## src/rtl/ccp_pkg.sv

```systemverilog
// Shared constants and mode decoding for the capture/compare/PWM unit.
// Assumes a 4-bit mode field whose two upper bits select the function group.
package ccp_pkg;
    localparam logic [1:0] ADDR_CTRL = 2'd0;
    localparam logic [1:0] ADDR_LO   = 2'd1;
    localparam logic [1:0] ADDR_HI   = 2'd2;

    localparam logic [3:0] MODE_OFF      = 4'b0000;
    localparam logic [3:0] MODE_CAP_FALL = 4'b0100;
    localparam logic [3:0] MODE_CAP_RISE = 4'b0101;
    localparam logic [3:0] MODE_CAP_DIVA = 4'b0110;
    localparam logic [3:0] MODE_CAP_DIVB = 4'b0111;
    localparam logic [3:0] MODE_CMP_HI   = 4'b1000;
    localparam logic [3:0] MODE_CMP_LO   = 4'b1001;
    localparam logic [3:0] MODE_CMP_IRQ  = 4'b1010;
    localparam logic [3:0] MODE_CMP_EVT  = 4'b1011;

    function automatic logic is_capture(input logic [3:0] m);
        return m[3:2] == 2'b01;
    endfunction

    function automatic logic is_compare(input logic [3:0] m);
        return m[3:2] == 2'b10;
    endfunction

    function automatic logic is_pwm(input logic [3:0] m);
        return m[3:2] == 2'b11;
    endfunction
endpackage

```

## src/rtl/ccp_capture.sv

```systemverilog
// Edge detector and edge prescaler for capture modes.
// Assumes pin_in is already synchronous to clk; it is registered once more
// here so the edge is seen one cycle after the pin changes.
module ccp_capture #(
    parameter int DIV_A = 4,
    parameter int DIV_B = 16
) (
    input  logic       clk,
    input  logic       rst_n,
    input  logic [3:0] mode,
    input  logic       pin_in,
    output logic       cap_stb
);
    import ccp_pkg::*;
    localparam int PS_W = $clog2(DIV_B);

    logic            pin_q, pin_p;
    logic [PS_W-1:0] cnt_q;
    logic            rise, fall, last;
    logic [PS_W-1:0] lim;

    // Pin sampling history for edge detection.
    always_ff @(posedge clk) begin
        if (!rst_n) begin
            pin_q <= 1'b0;
            pin_p <= 1'b0;
        end else begin
            pin_q <= pin_in;
            pin_p <= pin_q;
        end
    end

    // Edge decode and capture decision per mode.
    always_comb begin
        rise = pin_q & ~pin_p;
        fall = ~pin_q & pin_p;
        lim  = (mode == MODE_CAP_DIVB) ? PS_W'(DIV_B - 1) : PS_W'(DIV_A - 1);
        last = (cnt_q == lim);
        case (mode)
            MODE_CAP_FALL: cap_stb = fall;
            MODE_CAP_RISE: cap_stb = rise;
            MODE_CAP_DIVA,
            MODE_CAP_DIVB: cap_stb = rise & last;
            default:       cap_stb = 1'b0;
        endcase
    end

    // Rising-edge prescaler, cleared when the block is switched off.
    always_ff @(posedge clk) begin
        if (!rst_n || mode == MODE_OFF) begin
            cnt_q <= '0;
        end else if ((mode == MODE_CAP_DIVA || mode == MODE_CAP_DIVB) && rise) begin
            cnt_q <= last ? '0 : cnt_q + 1'b1;
        end
    end
endmodule

```

## src/rtl/ccp_compare.sv

```systemverilog
// Equality detector between the timer and the data register.
// Assumes one action per arrival at the match value: a hit is reported only
// on the first cycle of equality.
module ccp_compare #(
    parameter int TW = 16
) (
    input  logic          clk,
    input  logic          rst_n,
    input  logic [3:0]    mode,
    input  logic [TW-1:0] tmr,
    input  logic [TW-1:0] ref_val,
    output logic          hit
);
    import ccp_pkg::*;
    logic eq, eq_q;

    // Current equality in compare modes and first-cycle hit.
    always_comb begin
        eq  = is_compare(mode) && (tmr == ref_val);
        hit = eq && !eq_q;
    end

    // Remember last cycle's equality.
    always_ff @(posedge clk) begin
        if (!rst_n) eq_q <= 1'b0;
        else        eq_q <= eq;
    end
endmodule

```

## src/rtl/ccp_pwm.sv

```systemverilog
// PWM edge generator: period start at count zero, falling edge at duty.
// Assumes the count {tmr8, tmr_q} steps through every value once per period.
module ccp_pwm #(
    parameter int PW = 8,
    parameter int QW = 2
) (
    input  logic            clk,
    input  logic            rst_n,
    input  logic [3:0]      mode,
    input  logic [PW-1:0]   tmr8,
    input  logic [QW-1:0]   tmr_q,
    input  logic [PW+QW-1:0] duty_new,
    output logic            go_hi,
    output logic            go_lo
);
    import ccp_pkg::*;
    localparam int DW = PW + QW;

    logic [DW-1:0] cnt, duty_q;
    logic          start;

    // Period start and edge requests.
    always_comb begin
        cnt   = {tmr8, tmr_q};
        start = is_pwm(mode) && (cnt == '0);
        go_hi = start && (duty_new != '0);
        go_lo = (start && duty_new == '0) || (is_pwm(mode) && !start && cnt == duty_q);
    end

    // Duty latched once per period; cleared when the block is off.
    always_ff @(posedge clk) begin
        if (!rst_n || mode == MODE_OFF) duty_q <= '0;
        else if (start)                 duty_q <= duty_new;
    end
endmodule

```

## src/rtl/ccp_unit.sv

```systemverilog
// Capture/compare/PWM unit top: register file, flag, event and pin driver.
// Assumes the data register is exactly two bytes and the bus is one byte.
module ccp_unit #(
    parameter int TW    = 16,
    parameter int PW    = 8,
    parameter int DIV_A = 4,
    parameter int DIV_B = 16
) (
    input  logic          clk,
    input  logic          rst_n,
    input  logic          reg_we,
    input  logic [1:0]    reg_addr,
    input  logic [7:0]    reg_wdata,
    output logic [7:0]    reg_rdata,
    input  logic [TW-1:0] tmr16,
    input  logic [PW-1:0] tmr8,
    input  logic [1:0]    tmr8_pre,
    input  logic          pin_in,
    output logic          pin_out,
    input  logic          flag_clr,
    output logic          flag_out,
    output logic          event_pulse
);
    import ccp_pkg::*;
    localparam int QW = 2;

    logic [5:0]    ctrl_q;
    logic [TW-1:0] val_q;
    logic          pin_q, flag_q, evt_q;
    logic [3:0]    mode;
    logic          cap_stb, hit, go_hi, go_lo;

    assign mode = ctrl_q[3:0];

    ccp_capture #(.DIV_A(DIV_A), .DIV_B(DIV_B)) i_cap (
        .clk(clk), .rst_n(rst_n), .mode(mode), .pin_in(pin_in), .cap_stb(cap_stb)
    );

    ccp_compare #(.TW(TW)) i_cmp (
        .clk(clk), .rst_n(rst_n), .mode(mode), .tmr(tmr16), .ref_val(val_q), .hit(hit)
    );

    ccp_pwm #(.PW(PW), .QW(QW)) i_pwm (
        .clk(clk), .rst_n(rst_n), .mode(mode), .tmr8(tmr8), .tmr_q(tmr8_pre),
        .duty_new({val_q[PW-1:0], ctrl_q[5:4]}), .go_hi(go_hi), .go_lo(go_lo)
    );

    // Control byte write.
    always_ff @(posedge clk) begin
        if (!rst_n)                               ctrl_q <= '0;
        else if (reg_we && reg_addr == ADDR_CTRL) ctrl_q <= reg_wdata[5:0];
    end

    // Data register: a capture takes priority over a byte write.
    always_ff @(posedge clk) begin
        if (!rst_n)                             val_q <= '0;
        else if (cap_stb)                       val_q <= tmr16;
        else if (reg_we && reg_addr == ADDR_LO) val_q[7:0]  <= reg_wdata;
        else if (reg_we && reg_addr == ADDR_HI) val_q[15:8] <= reg_wdata;
    end

    // Sticky flag: setting events win over a clear request.
    always_ff @(posedge clk) begin
        if (!rst_n)              flag_q <= 1'b0;
        else if (cap_stb || hit) flag_q <= 1'b1;
        else if (flag_clr)       flag_q <= 1'b0;
    end

    // One-cycle special event pulse.
    always_ff @(posedge clk) begin
        if (!rst_n) evt_q <= 1'b0;
        else        evt_q <= hit && (mode == MODE_CMP_EVT);
    end

    // Output pin latch shared by compare and PWM.
    always_ff @(posedge clk) begin
        if (!rst_n || mode == MODE_OFF) begin
            pin_q <= 1'b0;
        end else if (is_compare(mode)) begin
            if (hit && mode == MODE_CMP_HI)      pin_q <= 1'b1;
            else if (hit && mode == MODE_CMP_LO) pin_q <= 1'b0;
        end else if (is_pwm(mode)) begin
            if (go_hi)      pin_q <= 1'b1;
            else if (go_lo) pin_q <= 1'b0;
        end
    end

    // Read multiplexer.
    always_comb begin
        case (reg_addr)
            ADDR_CTRL: reg_rdata = {2'b00, ctrl_q};
            ADDR_LO:   reg_rdata = val_q[7:0];
            ADDR_HI:   reg_rdata = val_q[15:8];
            default:   reg_rdata = 8'h00;
        endcase
    end

    assign pin_out     = pin_q;
    assign flag_out    = flag_q;
    assign event_pulse = evt_q;
endmodule

```

## config.mk

```make
export PLATFORM = sky130hd
export DESIGN_NAME = ccp_unit
export DESIGN_NICKNAME = d
export VERILOG_FILES = /design/src/rtl/ccp_pkg.sv /design/src/rtl/ccp_capture.sv /design/src/rtl/ccp_compare.sv /design/src/rtl/ccp_pwm.sv /design/src/rtl/ccp_unit.sv
export SDC_FILE = /design/constraint.sdc
export NUM_CORES = 1
export LEC_CHECK = 0
export BUFFER_PORTS_ARGS = -buffer_cell sky130_fd_sc_hd__buf_2
export CAP_MARGIN = 25
export CORE_MARGIN = 4
export CORE_UTILIZATION = 60
export CTS_BUF_LIST = sky130_fd_sc_hd__clkbuf_8
export CTS_CLUSTER_SIZE = 30
export DETAILED_ROUTE_END_ITERATION = 10
export GPL_TIMING_DRIVEN = 0
export PLACE_DENSITY = 0.87
export SLEW_MARGIN = 25
export SYNTH_ARGS = -nofsm -noshare
export SYNTH_HDL_FRONTEND = slang
export SYNTH_HIERARCHICAL = 1
export SYNTH_SLANG_ARGS = --single-unit
```

## constraint.sdc

```tcl
create_clock -name clk -period 6.36 [get_ports clk]
set_input_delay 0.954 -clock clk [delete_from_list [all_inputs] [get_ports clk]]
set_output_delay 0.954 -clock clk [all_outputs]
set_load 0.005 [all_outputs]
```

==> flow_results.xml, run 1 <==
<?xml version="1.0" encoding="UTF-8"?>
<metrics>
  <group name="run_status">
    <metric name="status" unit="">complete, no violations</metric>
  </group>
  <group name="clock_network">
    <metric name="cts_hold_buffers" unit="">0</metric>
    <metric name="cts_resized" unit="">0</metric>
    <metric name="cts_tree" unit="">done</metric>
    <metric name="cts.root.buffer_cell" unit="">sky130_fd_sc_hd__clkbuf_8</metric>
    <metric name="clkSlewWorstSetupHoldPaths" unit="ns">0.08</metric>
    <metric name="tritoncts_num_sinks" unit="">42</metric>
    <metric name="post_cts.repair.setup_buffers" unit="">0</metric>
    <metric name="ctsLongestPathBuffers" unit="">2</metric>
    <metric name="htree_num_levels" unit="">2</metric>
    <metric name="numCtsBuffers" unit="">5</metric>
    <metric name="clock_insertion_delay_worst_skew" unit="ns">0.30</metric>
  </group>
  <group name="critical_path">
    <metric name="worstSetupStartpointType" unit="">primary input</metric>
    <metric name="worst-setup-path-type" unit="">primary input to output pin</metric>
    <metric name="data_arrival_time_of_the_critical_path" unit="ns">1.97</metric>
    <metric name="worst-r2r-cell-count" unit="">8</metric>
    <metric name="crit_required" unit="ns">5.41</metric>
    <metric name="cp_max_fo" unit="">9</metric>
    <metric name="setup.worst_path.end_class" unit="">output pin</metric>
  </group>
  <group name="power_and_ir_drop">
    <metric name="power_frac_comb" unit="">0.139</metric>
    <metric name="internal-power" unit="uW">377</metric>
    <metric name="power.switching_fraction" unit="">0.266</metric>
    <metric name="static_power_due_to_leakage" unit="uW">0.00125</metric>
    <metric name="seq_power_share" unit="">0.544</metric>
    <metric name="power.net_switching" unit="uW">136</metric>
    <metric name="clockPowerShare" unit="">0.317</metric>
    <metric name="power_density" unit="nW/um2">183</metric>
    <metric name="vdd.ir_drop.worst" unit="mV">0.137</metric>
  </group>
  <group name="floorplanning">
    <metric name="die_h" unit="um">71.3</metric>
    <metric name="die_width" unit="um">71.3</metric>
    <metric name="die_area" unit="um2">5090</metric>
    <metric name="core-area" unit="um2">3770</metric>
    <metric name="initial_core_util" unit="">0.638</metric>
    <metric name="std_cell_rows" unit="">22</metric>
    <metric name="ioPinCount" unit="">52</metric>
  </group>
  <group name="logic_synthesis">
    <metric name="synth-edff-count" unit="">0</metric>
    <metric name="avgSynthCellArea" unit="um2">9.11</metric>
    <metric name="postSynthCellCount" unit="">264</metric>
    <metric name="synthesis.nets" unit="">306</metric>
    <metric name="postSynth.topFlopCell" unit="">sky130_fd_sc_hd__dfxtp_1</metric>
    <metric name="synth_warnings" unit="">6</metric>
    <metric name="synth_top_area_frac" unit="">0.350</metric>
    <metric name="synth_cell_type_count" unit="">49</metric>
    <metric name="netlist_top_cells_area" unit="">sky130_fd_sc_hd__dfxtp_1 35%, sky130_fd_sc_hd__mux2i_1 16%, sky130_fd_sc_hd__xor2_1 6.6%, sky130_fd_sc_hd__o21ai_0 4.2%, sky130_fd_sc_hd__nor2_1 4.1%</metric>
    <metric name="netlist_area" unit="um2">2400</metric>
    <metric name="ys_async_sr_fraction" unit="">0</metric>
    <metric name="synth_area_leader_cell" unit="">sky130_fd_sc_hd__dfxtp_1</metric>
    <metric name="ys_ff_latch" unit="">42</metric>
    <metric name="synth.yosys.seq_area_share" unit="">0.350</metric>
  </group>
  <group name="global_routing">
    <metric name="global_route.overflow_total" unit="">0</metric>
    <metric name="grt_usage" unit="">0.235</metric>
    <metric name="grt_pass1_vias" unit="">2129</metric>
    <metric name="grt_first_pass_wirelength" unit="um">9580</metric>
    <metric name="antenna_violations_before_repair" unit="">0</metric>
    <metric name="largest_net_degree_at_the_start_of_global_routing" unit="">15</metric>
  </group>
  <group name="layout">
    <metric name="layout.cells.most_common" unit="">sky130_fd_sc_hd__buf_2</metric>
    <metric name="insertedDiodeCount" unit="">0</metric>
    <metric name="fill_cells" unit="">280</metric>
    <metric name="layoutNonFillerInstCount" unit="">370</metric>
    <metric name="post_route_cells_drive_above_1_share" unit="">0.224</metric>
    <metric name="mostFrequentLayoutCells" unit="">54 x sky130_fd_sc_hd__buf_2, 42 x sky130_fd_sc_hd__dfxtp_1, 38 x sky130_fd_sc_hd__mux2i_1</metric>
    <metric name="area_growth" unit="%">16.4</metric>
    <metric name="finish.net_count" unit="">364</metric>
    <metric name="layout.core_utilization" unit="">0.742</metric>
  </group>
  <group name="timing">
    <metric name="finalMaxSlewViolations" unit="">0</metric>
    <metric name="setup_tns" unit="ns">0</metric>
    <metric name="max-slew-margin-rel" unit="">0.422</metric>
    <metric name="clock.fmax" unit="GHz">0.342</metric>
    <metric name="finalSetupViolations" unit="">0</metric>
    <metric name="grt_setup_unrepaired" unit="">false</metric>
    <metric name="min_period_over_period" unit="">0.460</metric>
    <metric name="final_hold_viol_count" unit="">0</metric>
    <metric name="finalClockSkew" unit="ns">0.00745</metric>
    <metric name="worst-slew-pin-transition" unit="ns">0.857</metric>
    <metric name="timing.final.crit_period" unit="ns">2.93</metric>
  </group>
  <group name="worst_hold_path">
    <metric name="worst_hold_path_type" unit="">flop to flop</metric>
    <metric name="worstHoldPathCells" unit="">2</metric>
  </group>
  <group name="routing">
    <metric name="drt_pre_antenna_iters" unit="">4</metric>
    <metric name="route.final.wire_length" unit="um">5920</metric>
    <metric name="post_drt_wl_per_cell" unit="um">16.0</metric>
    <metric name="via_count_of_the_routed_design" unit="">2230</metric>
    <metric name="detail_route.iter0.violations" unit="">137</metric>
    <metric name="vias_per_cell" unit="">6.03</metric>
    <metric name="drt.antenna.violating_nets" unit="">0</metric>
    <metric name="remaining_drc_errors" unit="">0</metric>
  </group>
  <group name="placed_design">
    <metric name="place.gp.congestion" unit="">0.892</metric>
    <metric name="dpl.cell_count" unit="">363</metric>
    <metric name="port_buffers" unit="">51</metric>
    <metric name="post-dp-hpwl" unit="um">4450</metric>
  </group>
  <group name="run">
    <metric name="max-cap-violations" unit="">0</metric>
  </group>
</metrics>
layout make-up:
cell class              count  area, um2  share of cell area
multi-input cells         205       1470               0.527
flip-flops and latches     42        841               0.300
repair buffers             51        255              0.0912
plain buffers              12       71.3              0.0255
clock buffers               5       68.8              0.0246
well taps                  48       60.1              0.0215
inverters                   5       18.8             0.00671
clock inverters             2       10.0             0.00358
per-stage QoR:
stage               hold WS [ns]  setup slack, ns  power (uW)  area (um2)
finish                     0.496             3.43         513        2800
global route               0.537             3.30         533        2800
CTS                        0.496             3.45         515        2800
detailed placement         0.478             3.46         355        2720
global placement           0.460             3.48         353        2720
floorplan                  0.466             3.88         323        2400
kinds of logic (layout without fill, tap and decap cells):
family,after synthesis,in the layout,share of synthesized area
AND/OR/NAND/NOR,86,86,0.211
AO/OA/AOI/OAI,54,54,0.144
adder cells (fa/ha/maj),1,1,0.00520
XOR/XNOR,26,26,0.0947
buffers and inverters,17,75,0.0375
multiplexers,38,38,0.158
flip-flops,42,42,0.350
registers in the layout, summed over array words and instances, names as in the netlist:
signal / flops
i_cap/pin_p: 1
i_cap/cnt_q: 4
event_pulse: 1
i_cap/pin_q: 1
val_q: 16
i_pwm/duty_q: 10
ctrl_q: 6
flag_out: 1
i_cmp/eq_q: 1
pin_out: 1
worst max-delay path, stage by stage:
cell                       delay, ns
sky130_fd_sc_hd__buf_2          0.12
sky130_fd_sc_hd__and2b_1        0.18
sky130_fd_sc_hd__clkbuf_1       0.36
sky130_fd_sc_hd__nand2_1        0.09
sky130_fd_sc_hd__o21ai_0        0.11
sky130_fd_sc_hd__buf_2          0.15
power by group through the flow:
stage,Sequential (uW),Combinational (uW),Clock [uW]
final,279,71.4,163
after global routing,280,77.1,176
after CTS,279,70.7,166
after detailed placement,285,70.2,0
after global placement,285,68.6,0
after floorplan,282,40.3,0
cell usage after synthesis (2+ instances only):
library cell                n
sky130_fd_sc_hd__a22o_1     2
sky130_fd_sc_hd__and2_1     4
sky130_fd_sc_hd__mux2i_1   38
sky130_fd_sc_hd__inv_1      5
sky130_fd_sc_hd__nand2_1   13
sky130_fd_sc_hd__buf_6      2
sky130_fd_sc_hd__xnor2_1    8
sky130_fd_sc_hd__nand4_1    4
sky130_fd_sc_hd__nor2_1    26
sky130_fd_sc_hd__a31oi_1    2
sky130_fd_sc_hd__buf_2      3
sky130_fd_sc_hd__a21oi_1   13
sky130_fd_sc_hd__dfxtp_1   42
sky130_fd_sc_hd__clkbuf_1   5
sky130_fd_sc_hd__xor2_1    18
sky130_fd_sc_hd__o21ai_0   20
sky130_fd_sc_hd__nand3b_1   3
sky130_fd_sc_hd__buf_4      2
sky130_fd_sc_hd__nand3_1    5
sky130_fd_sc_hd__a211oi_1   3
sky130_fd_sc_hd__o311a_1    4
sky130_fd_sc_hd__o211ai_1   2
sky130_fd_sc_hd__nor4b_1    2
sky130_fd_sc_hd__nor2b_1    2
sky130_fd_sc_hd__nor4_1     8
sky130_fd_sc_hd__nand4b_1   3
sky130_fd_sc_hd__nor3_1     2
sky130_fd_sc_hd__nor3b_1    2
per-layer routing:
metal | track usage | routed length [um]
met1 | 0.286 | 2550
met2 | 0.389 | 2760
met3 | 0.0505 | 481
met4 | 0.121 | 133
met5 | 0 | 0
path summary, 6_finish.rpt:
path,from,end,slack [ns]
setup reg to reg,ctrl_q[2],val_q[13],3.84
hold reg to reg,flag_out,flag_out,0.50
setup / recovery,reg_addr[1],reg_rdata[5],3.43
hold / removal,flag_out,flag_out,0.50
(Power assumes the default switching activity.)
==> run 2: changes to the inputs <==
--- a/config.mk
+++ b/config.mk
@@ -8,12 +8,12 @@
 export BUFFER_PORTS_ARGS = -buffer_cell sky130_fd_sc_hd__buf_2
 export CAP_MARGIN = 25
 export CORE_MARGIN = 4
-export CORE_UTILIZATION = 60
+export CORE_UTILIZATION = 56
 export CTS_BUF_LIST = sky130_fd_sc_hd__clkbuf_8
 export CTS_CLUSTER_SIZE = 30
 export DETAILED_ROUTE_END_ITERATION = 10
 export GPL_TIMING_DRIVEN = 0
-export PLACE_DENSITY = 0.87
+export PLACE_DENSITY = 0.82
 export SLEW_MARGIN = 25
 export SYNTH_ARGS = -nofsm -noshare
 export SYNTH_HDL_FRONTEND = slang
==> constraint.sdc (replaced) <==
create_clock -name clk -period 2.9 [get_ports clk]
set_input_delay 0.435 -clock clk [delete_from_list [all_inputs] [get_ports clk]]
set_output_delay 0.435 -clock clk [all_outputs]
set_load 0.005 [all_outputs]
==> run 2 against run 1 <==
  * Sequential share of layout area shrank 0.36 points
  * Clock skew shrank 0.0019 ns
  * Critical path depth grew 2
  * Clock power grew to 2.8 times the previous value
==> flow_results.xml, run 2 (synthesis gave the netlist of run 1 again) <==
<?xml version="1.0" encoding="UTF-8"?>
<metrics>
  <group name="layout">
    <metric name="post_route_cells_drive_above_1_share" unit="">0.223</metric>
    <metric name="biggestRegsByFlops" unit="">val_q x16, i_pwm/duty_q x10, ctrl_q x6</metric>
    <metric name="finish.net_count" unit="">364</metric>
    <metric name="mostFrequentLayoutCells" unit="">54 x sky130_fd_sc_hd__buf_2, 42 x sky130_fd_sc_hd__dfxtp_1, 38 x sky130_fd_sc_hd__mux2i_1</metric>
    <metric name="registers.top_by_ff_count" unit="">val_q</metric>
    <metric name="largest_register_ff_count" unit="">16</metric>
    <metric name="insertedDiodeCount" unit="">0</metric>
    <metric name="layout.cells.most_common" unit="">sky130_fd_sc_hd__buf_2</metric>
    <metric name="layoutNonFillerInstCount" unit="">373</metric>
    <metric name="final_cell_area" unit="um2">2830</metric>
    <metric name="area_growth" unit="%">17.8</metric>
  </group>
  <group name="timing">
    <metric name="grt_setup_unrepaired" unit="">false</metric>
    <metric name="final_hold_viol_count" unit="">0</metric>
    <metric name="max-slew-margin-rel" unit="">0.403</metric>
    <metric name="finalSetupViolations" unit="">0</metric>
    <metric name="worst-slew-pin-transition" unit="ns">0.886</metric>
    <metric name="clock.fmax" unit="GHz">0.394</metric>
    <metric name="hold_slack" unit="ns">0.343</metric>
    <metric name="finalMaxSlewViolations" unit="">0</metric>
    <metric name="min_period_over_period" unit="">0.875</metric>
    <metric name="finalClockSkew" unit="ns">0.00560</metric>
    <metric name="timing.final.crit_period" unit="ns">2.54</metric>
    <metric name="setup_tns" unit="ns">0</metric>
  </group>
  <group name="global_routing">
    <metric name="antenna_violations_before_repair" unit="">0</metric>
    <metric name="global_route.overflow_total" unit="">0</metric>
    <metric name="grt_usage" unit="">0.232</metric>
    <metric name="largest_net_degree_at_the_start_of_global_routing" unit="">15</metric>
    <metric name="grt_pass1_vias" unit="">2090</metric>
    <metric name="grt_first_pass_wirelength" unit="um">9740</metric>
  </group>
  <group name="routing">
    <metric name="post_drt_wl_per_cell" unit="um">16.1</metric>
    <metric name="drt_pre_antenna_iters" unit="">4</metric>
    <metric name="remaining_drc_errors" unit="">0</metric>
    <metric name="drt.antenna.violating_nets" unit="">0</metric>
    <metric name="detail_route.iter0.violations" unit="">161</metric>
    <metric name="via_count_of_the_routed_design" unit="">2225</metric>
    <metric name="route.final.wire_length" unit="um">5990</metric>
    <metric name="vias_per_cell" unit="">5.97</metric>
  </group>
  <group name="clock_network">
    <metric name="ctsLongestPathBuffers" unit="">2</metric>
    <metric name="cts_resized" unit="">0</metric>
    <metric name="cts.root.buffer_cell" unit="">sky130_fd_sc_hd__clkbuf_8</metric>
    <metric name="clock_insertion_delay_worst_skew" unit="ns">0.30</metric>
    <metric name="numCtsBuffers" unit="">5</metric>
    <metric name="htree_num_levels" unit="">2</metric>
    <metric name="cts_tree" unit="">done</metric>
    <metric name="clkSlewWorstSetupHoldPaths" unit="ns">0.08</metric>
    <metric name="post_cts.repair.setup_buffers" unit="">0</metric>
    <metric name="cts_hold_buffers" unit="">0</metric>
    <metric name="tritoncts_num_sinks" unit="">42</metric>
  </group>
  <group name="floorplanning">
    <metric name="die_area" unit="um2">5410</metric>
    <metric name="std_cell_rows" unit="">23</metric>
    <metric name="die_h" unit="um">73.5</metric>
    <metric name="core-area" unit="um2">4090</metric>
    <metric name="die_width" unit="um">73.5</metric>
    <metric name="initial_core_util" unit="">0.588</metric>
    <metric name="ioPinCount" unit="">52</metric>
  </group>
  <group name="critical_path">
    <metric name="worst-r2r-cell-count" unit="">8</metric>
    <metric name="crit_required" unit="ns">3.09</metric>
    <metric name="cp.buffers_inverters" unit="">2</metric>
    <metric name="rrSetupSlack" unit="ns">0.36</metric>
    <metric name="slowest_stage" unit="">sky130_fd_sc_hd__dfxtp_1</metric>
    <metric name="critical_path.top_delay_family" unit="">flip-flops</metric>
    <metric name="data_arrival_time_of_the_critical_path" unit="ns">2.73</metric>
    <metric name="regToRegEndpoint" unit="">val_q[14]</metric>
    <metric name="r2r_start" unit="">ctrl_q[3]</metric>
    <metric name="worstSetupStartpointType" unit="">flop</metric>
    <metric name="cp_max_fo" unit="">12</metric>
    <metric name="cpMostUsedCell" unit="">sky130_fd_sc_hd__buf_2</metric>
    <metric name="worst-setup-path-type" unit="">flop to flop</metric>
    <metric name="crit_chain" unit="">nand4b_1, mux2i_1, nor3b_1, o21a_1, buf_2, buf_2, o21ai_0, o311a_1</metric>
    <metric name="biggest_cell_delay_along_the_critical_path" unit="ns">0.61</metric>
    <metric name="setup.worst_path.end_class" unit="">flop</metric>
  </group>
  <group name="power_and_ir_drop">
    <metric name="power_frac_comb" unit="">0.128</metric>
    <metric name="vdd.ir_drop.worst" unit="mV">0.315</metric>
    <metric name="seq_power_share" unit="">0.500</metric>
    <metric name="static_power_due_to_leakage" unit="uW">0.00127</metric>
    <metric name="power_density" unit="nW/um2">433</metric>
    <metric name="clockPowerShare" unit="">0.373</metric>
    <metric name="power.net_switching" unit="uW">308</metric>
    <metric name="internal-power" unit="uW">919</metric>
    <metric name="power.switching_fraction" unit="">0.251</metric>
  </group>
  <group name="worst_hold_path">
    <metric name="worstHoldPathCells" unit="">2</metric>
    <metric name="worst_hold_end" unit="">i_cap/pin_q</metric>
    <metric name="worst_hold_start" unit="">pin_in</metric>
    <metric name="worst_hold_path_type" unit="">primary input to flop</metric>
  </group>
  <group name="run">
    <metric name="max-cap-violations" unit="">0</metric>
  </group>
  <group name="placed_design">
    <metric name="port_buffers" unit="">51</metric>
    <metric name="post-dp-hpwl" unit="um">4420</metric>
    <metric name="dpl.cell_count" unit="">365</metric>
    <metric name="place.gp.congestion" unit="">1.00</metric>
    <metric name="dpl-instance-area" unit="um2">2720</metric>
  </group>
  <group name="run_status">
    <metric name="status" unit="">complete, no violations</metric>
  </group>
</metrics>
==> run 2: power groups by stage <==
| stage | clock network [uW] | registers [uW] | logic (uW) |
|---|---|---|---|
| 5_1_grt | 499 | 615 | 170 |
| 3_3_place_gp | 0 | 625 | 151 |
| 4_1_cts | 467 | 612 | 155 |
| 6_report | 457 | 613 | 156 |
| 3_5_place_dp | 0 | 625 | 154 |
| 2_1_floorplan | 0 | 619 | 88.5 |
==> run 2: area by class of cell <==
| type | instances | area [um2] |
|---|---|---|
| Multi-Input combinational cell | 205 | 1470 |
| Fill cell | 333 | 1250 |
| Sequential cell | 42 | 841 |
| Timing Repair Buffer | 51 | 255 |
| Buffer | 12 | 71.3 |
| Clock buffer | 5 | 68.8 |
| Tap cell | 50 | 62.6 |
| Clock inverter | 3 | 41.3 |
| Inverter | 5 | 18.8 |
==> run 2: worst max-delay path by stage <==
stage	from	end	slack, ns	cells after the start
finish	ctrl_q[3]	val_q[14]	0.36	8
global route	ctrl_q[3]	val_q[14]	0.22	8
CTS	ctrl_q[3]	val_q[14]	0.42	8
detailed placement	ctrl_q[3]	val_q[14]	0.44	8
global placement	ctrl_q[3]	val_q[11]	0.45	8
floorplan	ctrl_q[3]	val_q[11]	0.86	8
==> run 2: metal layers <==
layer  track usage  share of wire
met5             0              0
met4         0.101          0.023
met3        0.0561          0.080
met2         0.373           0.48
met1         0.294           0.42
==> run 2: metrics by stage <==
step | power, uW | util | setup WS (ns)
after floorplan | 708 | - | 0.860
after global placement | 776 | 0.666 | 0.451
after detailed placement | 779 | 0.666 | 0.435
after CTS | 1230 | 0.693 | 0.416
after global routing | 1280 | 0.693 | 0.224
final | 1230 | 0.693 | 0.361
